### src/rtl/tlpwm_pkg.sv
package tlpwm_pkg;
  typedef enum logic [1:0] {
    LVL_LOW  = 2'b00,
    LVL_HIGH = 2'b01,
    LVL_SHDN = 2'b10
  } lvl_e;
endpackage

### src/rtl/tlpwm_compare.sv
module tlpwm_compare #(
  parameter int CODE_W         = 8,
  parameter int WIN_ENTER_RISE = 92,
  parameter int WIN_EXIT_HIGH  = 183,
  parameter int WIN_ENTER_FALL = 152,
  parameter int WIN_EXIT_LOW   = 59,
  parameter int LVL_RISE       = 132,
  parameter int LVL_FALL       = 101
) (
  input  logic [CODE_W-1:0] code,
  input  logic              side_hi,
  output logic              in_win,
  output logic              above_top,
  output logic              below_bot,
  output logic              lvl_up,
  output logic              lvl_dn
);
  localparam logic [CODE_W-1:0] ER = CODE_W'(WIN_ENTER_RISE);
  localparam logic [CODE_W-1:0] XH = CODE_W'(WIN_EXIT_HIGH);
  localparam logic [CODE_W-1:0] EF = CODE_W'(WIN_ENTER_FALL);
  localparam logic [CODE_W-1:0] XL = CODE_W'(WIN_EXIT_LOW);
  localparam logic [CODE_W-1:0] LR = CODE_W'(LVL_RISE);
  localparam logic [CODE_W-1:0] LF = CODE_W'(LVL_FALL);

  logic win_from_low, win_from_high;

  always_comb begin
    above_top     = code > XH;
    below_bot     = code < XL;
    win_from_low  = (code > ER) && !above_top;
    win_from_high = (code < EF) && !below_bot;
    in_win        = side_hi ? win_from_high : win_from_low;
    lvl_up        = code > LR;
    lvl_dn        = code < LF;
  end
endmodule

### src/rtl/tlpwm_holdoff.sv
module tlpwm_holdoff #(
  parameter int HOLD_TICKS = 17
) (
  input  logic clk,
  input  logic rst,
  input  logic valid,
  input  logic in_win,
  input  logic clear,
  output logic expire
);
  localparam int CNT_W = (HOLD_TICKS > 1) ? $clog2(HOLD_TICKS) : 1;
  localparam logic [CNT_W-1:0] LAST = CNT_W'(HOLD_TICKS - 1);

  logic [CNT_W-1:0] cnt_q;

  assign expire = valid && in_win && !clear && (cnt_q == LAST);

  always_ff @(posedge clk) begin
    if (rst) begin
      cnt_q <= '0;
    end else if (valid) begin
      if (!in_win || clear || expire) cnt_q <= '0;
      else                            cnt_q <= cnt_q + 1'b1;
    end
  end


  win_break_clears_chk: assert property (@(posedge clk) disable iff (rst)
    (valid && !in_win) |=> (cnt_q == '0));


  count_idle_stable_chk: assert property (@(posedge clk) disable iff (rst)
    !valid |=> $stable(cnt_q));
endmodule

### src/rtl/tlpwm_level.sv
module tlpwm_level
  import tlpwm_pkg::*;
(
  input  logic clk,
  input  logic rst,
  input  logic valid,
  input  logic above_top,
  input  logic below_bot,
  input  logic lvl_up,
  input  logic lvl_dn,
  input  logic expire,
  output lvl_e state_q,
  output logic side_hi_q
);
  lvl_e state_d;
  logic side_d;

  always_comb begin
    state_d = state_q;
    side_d  = side_hi_q;
    if (valid) begin
      if (above_top)      side_d = 1'b1;
      else if (below_bot) side_d = 1'b0;
      case (state_q)
        LVL_SHDN: begin
          if (above_top)      state_d = LVL_HIGH;
          else if (below_bot) state_d = LVL_LOW;
        end
        LVL_HIGH: begin
          if (expire)      state_d = LVL_SHDN;
          else if (lvl_dn) state_d = LVL_LOW;
        end
        default: begin
          if (expire)      state_d = LVL_SHDN;
          else if (lvl_up) state_d = LVL_HIGH;
        end
      endcase
    end
  end

  always_ff @(posedge clk) begin
    if (rst) begin
      state_q   <= LVL_LOW;
      side_hi_q <= 1'b0;
    end else begin
      state_q   <= state_d;
      side_hi_q <= side_d;
    end
  end


  enc_legal_chk: assert property (@(posedge clk) disable iff (rst)
    state_q != 2'b11);


  idle_hold_chk: assert property (@(posedge clk) disable iff (rst)
    !valid |=> ($stable(state_q) && $stable(side_hi_q)));


  shdn_entry_chk: assert property (@(posedge clk) disable iff (rst)
    (state_q == LVL_SHDN && $past(state_q) != LVL_SHDN) |-> $past(expire));


  shdn_exit_high_chk: assert property (@(posedge clk) disable iff (rst)
    (state_q == LVL_SHDN && valid && above_top) |=> (state_q == LVL_HIGH));


  low_keep_chk: assert property (@(posedge clk) disable iff (rst)
    (state_q == LVL_LOW && valid && !expire && !lvl_up) |=> (state_q == LVL_LOW));
endmodule

### src/rtl/tlpwm_decoder.sv
module tlpwm_decoder
  import tlpwm_pkg::*;
#(
  parameter int CODE_W         = 8,
  parameter int WIN_ENTER_RISE = 92,
  parameter int WIN_EXIT_HIGH  = 183,
  parameter int WIN_ENTER_FALL = 152,
  parameter int WIN_EXIT_LOW   = 59,
  parameter int LVL_RISE       = 132,
  parameter int LVL_FALL       = 101,
  parameter int HOLD_TICKS     = 17
) (
  input  logic              clk,
  input  logic              rst,
  input  logic [CODE_W-1:0] sample_code,
  input  logic              sample_valid,
  output logic [1:0]        pwm_state
);
  logic in_win, above_top, below_bot, lvl_up, lvl_dn, expire, side_hi;
  lvl_e state_q;

  tlpwm_compare #(
    .CODE_W(CODE_W), .WIN_ENTER_RISE(WIN_ENTER_RISE), .WIN_EXIT_HIGH(WIN_EXIT_HIGH),
    .WIN_ENTER_FALL(WIN_ENTER_FALL), .WIN_EXIT_LOW(WIN_EXIT_LOW),
    .LVL_RISE(LVL_RISE), .LVL_FALL(LVL_FALL)
  ) u_cmp (
    .code(sample_code), .side_hi(side_hi), .in_win(in_win), .above_top(above_top),
    .below_bot(below_bot), .lvl_up(lvl_up), .lvl_dn(lvl_dn)
  );

  tlpwm_holdoff #(.HOLD_TICKS(HOLD_TICKS)) u_hold (
    .clk(clk), .rst(rst), .valid(sample_valid), .in_win(in_win),
    .clear(state_q == LVL_SHDN), .expire(expire)
  );

  tlpwm_level u_lvl (
    .clk(clk), .rst(rst), .valid(sample_valid), .above_top(above_top),
    .below_bot(below_bot), .lvl_up(lvl_up), .lvl_dn(lvl_dn), .expire(expire),
    .state_q(state_q), .side_hi_q(side_hi)
  );

  assign pwm_state = state_q;
endmodule

### config.mk
export PLATFORM = sky130hd
export DESIGN_NAME = tlpwm_decoder
export DESIGN_NICKNAME = d
export VERILOG_FILES = /design/src/rtl/tlpwm_pkg.sv /design/src/rtl/tlpwm_compare.sv /design/src/rtl/tlpwm_holdoff.sv /design/src/rtl/tlpwm_level.sv /design/src/rtl/tlpwm_decoder.sv
export SDC_FILE = /design/constraint.sdc
export NUM_CORES = 1
export LEC_CHECK = 0
export CORE_MARGIN = 3
export CORE_UTILIZATION = 44
export CTS_CLUSTER_DIAMETER = 120
export CTS_CLUSTER_SIZE = 40
export DETAILED_ROUTE_END_ITERATION = 8
export PLACE_DENSITY = 0.73
export SLEW_MARGIN = 15
export SYNTH_ARGS = -nofsm -noshare
export SYNTH_HDL_FRONTEND = slang
export SYNTH_SLANG_ARGS = --single-unit
export TNS_END_PERCENT = 10
### constraint.sdc
create_clock -name clk -period 1.49 [get_ports clk]
set_input_delay 0.2235 -clock clk [delete_from_list [all_inputs] [get_ports clk]]
set_output_delay 0.2235 -clock clk [all_outputs]
set_load 0.1 [all_outputs]
# Word level (Yosys, flattened, before mapping)
# Index checks and enable logic that the tools add are counted.
# classes
addsub	1
order_cmp	6
eq_ne	5
n_mux	11
reduce_logical	15
# op_table
operator	n
$gt 8x8->1 const B	2
$mux 2	6
$gt 8x7->1 const B	1
$lt 8x6->1 const B	1
$lt 8x7->1 const B	1
$lt 8x8->1 const B	1
$ne 3x3->1 const B	2
$add 5x1->5 const B	1
$eq 5x5->1 const B	1
$logic_and 1x1->1	5
$mux 5	1
$logic_not 1->1	4
$pmux 2 s2	1
$reduce_and 4->1	1
$reduce_bool 4->1	1
$mux 1	3
$eq 2x1->1 const B	1
$eq 2x2->1 const B	1
$logic_or 1x1->1	2
$reduce_and 2->1	1
$reduce_bool 2->1	1
# totals
ff_bits	8
input_bits	11
output_inout_bits	2
word_cells	41

# Longest topological paths before layout
# logic_depth
ltp_word	9
ltp_mapped	7
mapped_depth_nobuf	7

# Modules after synthesis
# A second synthesis with hierarchy kept.
# unflattened
cells_unflattened	77
area_unflattened_um2	621.8
# by_module_without_submodules
mod	n_inst	cells_per_inst	area_per_inst_um2	seq_area_each_um2
tlpwm_holdoff	1	32	292.8	100.1
tlpwm_level	1	23	190.2	60.1
tlpwm_compare	1	21	125.1	0.0
tlpwm_decoder	1	1	13.8	0.0

# Worst setup path after synthesis
# OpenSTA, ideal clock, no wires.
# synth_path
kind	reg-to-reg
start	register u_lvl.state_q[0]
end	register u_lvl.state_q[1]
setup_ps	128
t_arrival_ps	2196
required_ps	1362
path_slack_ps	-834
path_stages_with_launch	7
n_path_buf	0
path_cell_list	dfxtp_1 > inv_1 > ha_1 > and4_1 > a2111oi_0 > a211o_1 > a21oi_1
# synth_between
elab_chain_cells	6
# synth_lines
item	line_no	text
start: declaration	tlpwm_level.sv:12	output lvl_e state_q,
start signal: assignment	tlpwm_level.sv:46	state_q <= state_d;
$eq 2x2->1	tlpwm_level.sv:24, tlpwm_decoder.sv:33	
$logic_not 1->1	tlpwm_holdoff.sv:16	assign expire = valid && in_win && !clear && (cnt_q == LAST);
$logic_and 1x1->1 (2 in a row)	tlpwm_holdoff.sv:16	
$ne 3x3->1 (no source line) (tied with other cells)	--	
$reduce_and 4->1 (no source line) / $pmux 2 s2 (equally long branches)	--	
# Parallel ways exist; a longest one is shown, timed or not.
# A chain may end at the register's enable or synchronous reset.

# Worst setup path after layout
# Same ends and word-level chain as after synthesis.

==> impl_results.md <==
* Switch share at 33.1%
* Drt first pass iters at 5
* H-tree Lvls at 1
* DRT Wirelength at around 1.8 mm
* Cts hold-fix bufs at 0
* TritonCTS buffer count at 3
* CTS Sinks at 8
* Dpl ws at -0.645 ns
* Nets at 124
* Ports at 13
* Iter 0 DRT Violations at 7
* Crit end category: flop
* Int Power at 431 µW
* DRC at 0
* Remaining global-route overflow at 0
* Mapped Nets at 94
* Reg clk slew, reported paths at approximately 0.07 ns
* Logic pwr share at 35.2%
* Arr. time, crit path at 1.70 ns
* P_sw at 213 µW
* Startpoint Class: flop
* Synthesized area per cell at approximately 8.3 µm²
* Failing checks: setup timing
* RSZ-0062 raised after global routing: yes
* IO buf count at 12
* Final count of pins violating max slew at 0
* Die footprint at 0.00198 mm²
* Fin crit share at 103%
* Max_cap viols at 0
* Pwr Total at 644 µW
* Vias in the first global route at 694
* Bufs on Longest Clock Path at 2
* Share of the synthesized area in the top cell type at 24.5%
* Number of synthesized register bits at 8
* Estimated wirelength of the detail-placed design at 1.31 mm
* Critical Path Max Stage Delay at roughly 0.41 ns
* Worst slew pin tran at slightly below 0.4 ns
* YS warnings at 0
* Hold Slack at 0.379 ns
* Routability cong. at ~0.82
* Worst R2R Path Depth at 6
* Asr flop ratio synth at 0%
* Slew margin rel. at 74.3%
* Post-synth top cells: dfxtp_1, a21oi_1, inv_1, nand4_1
* Cell Pwr Density at 644 mW/mm²
* Cells after synthesis at 79
* Main area contributors after synthesis: dfxtp_1, ha_1, nand4_1
* Largest net degree at the start of global routing at 12
* Top FF cell, synth: dfxtp_1
* Netlist cell types at 36
* Wire per inst at between 10 and 15 µm
* CTS root buf: clkbuf_4
* R2R Path End: u_lvl.state_q[1]
* Min-Delay Path Class: in -> reg
* Final clock skew at 0.0193 ns
* Status: finished, violations left
* Setup TNS at -0.132 ns
* Sequential power share at 35.6%
* Peak supply drop at between 300 and 400 µV
* Cell Area, Synth at roughly 650 µm²
* Die width at ~45 µm
* P_leak at 0.000398 µW
* Worst EP required at between 1.5 and 2 ns
* Hold path start: sample_code[6]
* Tmin final at 1.54 ns
* First-pass GRT wire length at 3.08 mm
* Hold path depth at 5
* Worst skew pair latency at 0.27 ns
* Worst path buffer plus inverter count at 1
* Final hold vios at 0
* Share of cells above drive strength 1 at 43.5%
* Most common cell in the synthesized netlist: dfxtp_1
* Reg2reg start: u_lvl.state_q[0]
* CP top delay family: compound AO/OA/AOI/OAI gates
* Fmax at roughly 650 MHz
* DRT antenna net count at 0
* Critical-path top delay cell: a2111oi_2
* Area growth syn-to-layout at 53.1%
* Final setup viols at 5
* CTS tree: done
* EDFF count, synth at 0
* Vias per std cell at 5.62
* Hold Path End: u_lvl.side_hi_q
* DR vias at 691
* Antenna Cells at 0
* Clock network power share at 29.2%
* Critical path type: reg -> reg
* Core region area at ~0.0014 mm²
* Final core occ at 74.1%
* Synth area leader: dfxtp_1
* Initial Util at 48.4%
* Total global-route track usage at 21.7%
* Chip Height at 44.5 µm
* Reg-to-reg slack, setup at -0.05 ns
* Register area share after synthesis at 24.5%
* Final setup margin at -0.0506 ns
* Worst-path fanout max at 4
* Initial antenna violation count at 0
* Cells along the critical path: inv_1, ha_4, and4_1, a2111oi_2, a211o_1, a21oi_1
* FP Rows at 13
==> power by group through the flow <==
stage | logic [µW] | clock network, µW | registers [µW]
after global placement | 212 | 0 | 233
final | 227 | 188 | 229
after global routing | 243 | 206 | 230
after floorplan | 97.7 | 0 | 259
after detailed placement | 216 | 0 | 233
after CTS | 223 | 194 | 229
==> tightest hold or removal path, stage by stage <==
cell     delay [ns]
buf_2          0.13
a41oi_1        0.06
nand2_1        0.06
a21oi_1        0.05
nor2_1         0.07
==> layout by cell type (no fill, tap or decap), types with 2 or more instances in the layout <==
| cell type | synthesis | final |
|---|---|---|
| ha_1 | 4 | 2 |
| nor2b_1 | 3 | 3 |
| nand2_1 | 4 | 4 |
| dfxtp_4 | 0 | 2 |
| xor2_1 | 3 | 3 |
| inv_1 | 5 | 4 |
| dlygate4sd2_1 | 0 | 5 |
| buf_2 | 1 | 3 |
| nand4_1 | 5 | 5 |
| dfxtp_1 | 8 | 5 |
| nand2b_1 | 2 | 2 |
| nor3_2 | 0 | 2 |
| o21ai_0 | 3 | 2 |
| a21oi_1 | 6 | 6 |
| nor2_1 | 4 | 4 |
| nor3_1 | 4 | 2 |
| clkbuf_4 | 0 | 3 |
| o211ai_1 | 2 | 2 |
| inv_2 | 1 | 2 |
| buf_4 | 0 | 18 |
| buf_12 | 0 | 2 |
==> how the worst max path moves through the flow <==
stage                startpoint  cells past startpoint  slack (ns)          endpoint
2_1_floorplan  u_lvl.state_q[0]                      6       -0.15  u_lvl.state_q[1]
6_report       u_lvl.state_q[0]                      6       -0.05  u_lvl.state_q[1]
3_5_place_dp     sample_code[4]                      7       -0.64  u_lvl.state_q[1]
3_3_place_gp     sample_code[6]                      6       -0.56   u_hold.cnt_q[2]
4_1_cts         u_lvl.side_hi_q                      4       -0.04   u_hold.cnt_q[2]
5_1_grt         u_lvl.side_hi_q                      4       -0.12   u_hold.cnt_q[0]
==> through the flow <==
stage / std cells / instance area [µm²]
floorplan: 79 / 682
global placement: 116 / 918
detailed placement: 116 / 918
CTS: 123 / 991
global route: 123 / 1000
finish: 123 / 1000
==> registers in the layout (all words and copies together) (netlist names) <==
register,flops
u_hold.cnt_q,5
u_lvl.state_q,2
u_lvl.side_hi_q,1
==> cell type report <==
cell class	instances	area (µm²)
repair buffers	30	249
fillers	111	350
flip-flops and latches	8	169
well taps	15	18.8
inverters	6	22.5
clock buffers	4	26.3
multi-input cells	60	514
==> cell families (layout without fill, tap and decap cells) <==
| group | after synthesis | count (layout) | share of synthesized area, % |
|---|---|---|---|
| buffers and inverters | 11 | 40 | 8.81 |
| and+or+nand+nor | 28 | 28 | 24.9 |
| DFF | 8 | 8 | 24.5 |
| adders and majority gates | 4 | 4 | 7.66 |
| AOI/OAI and AO/OA | 25 | 25 | 30.1 |
| xor gates and xnor gates | 3 | 3 | 4.02 |
==> layer usage <==
metal,track usage [%],part of all wire (%)
met1,24.8,45
met4,10.8,1.5
met2,35.5,51
met3,7.32,3.1
met5,0,0
==> repair_timing <==
item                                    CTS  global route
buffers inserted                          3             0
pin swaps                                10             1
gates resized for setup                  27             4
endpoints found under the setup margin    7             7
Note: power is estimated with default switching activity, not from simulation.
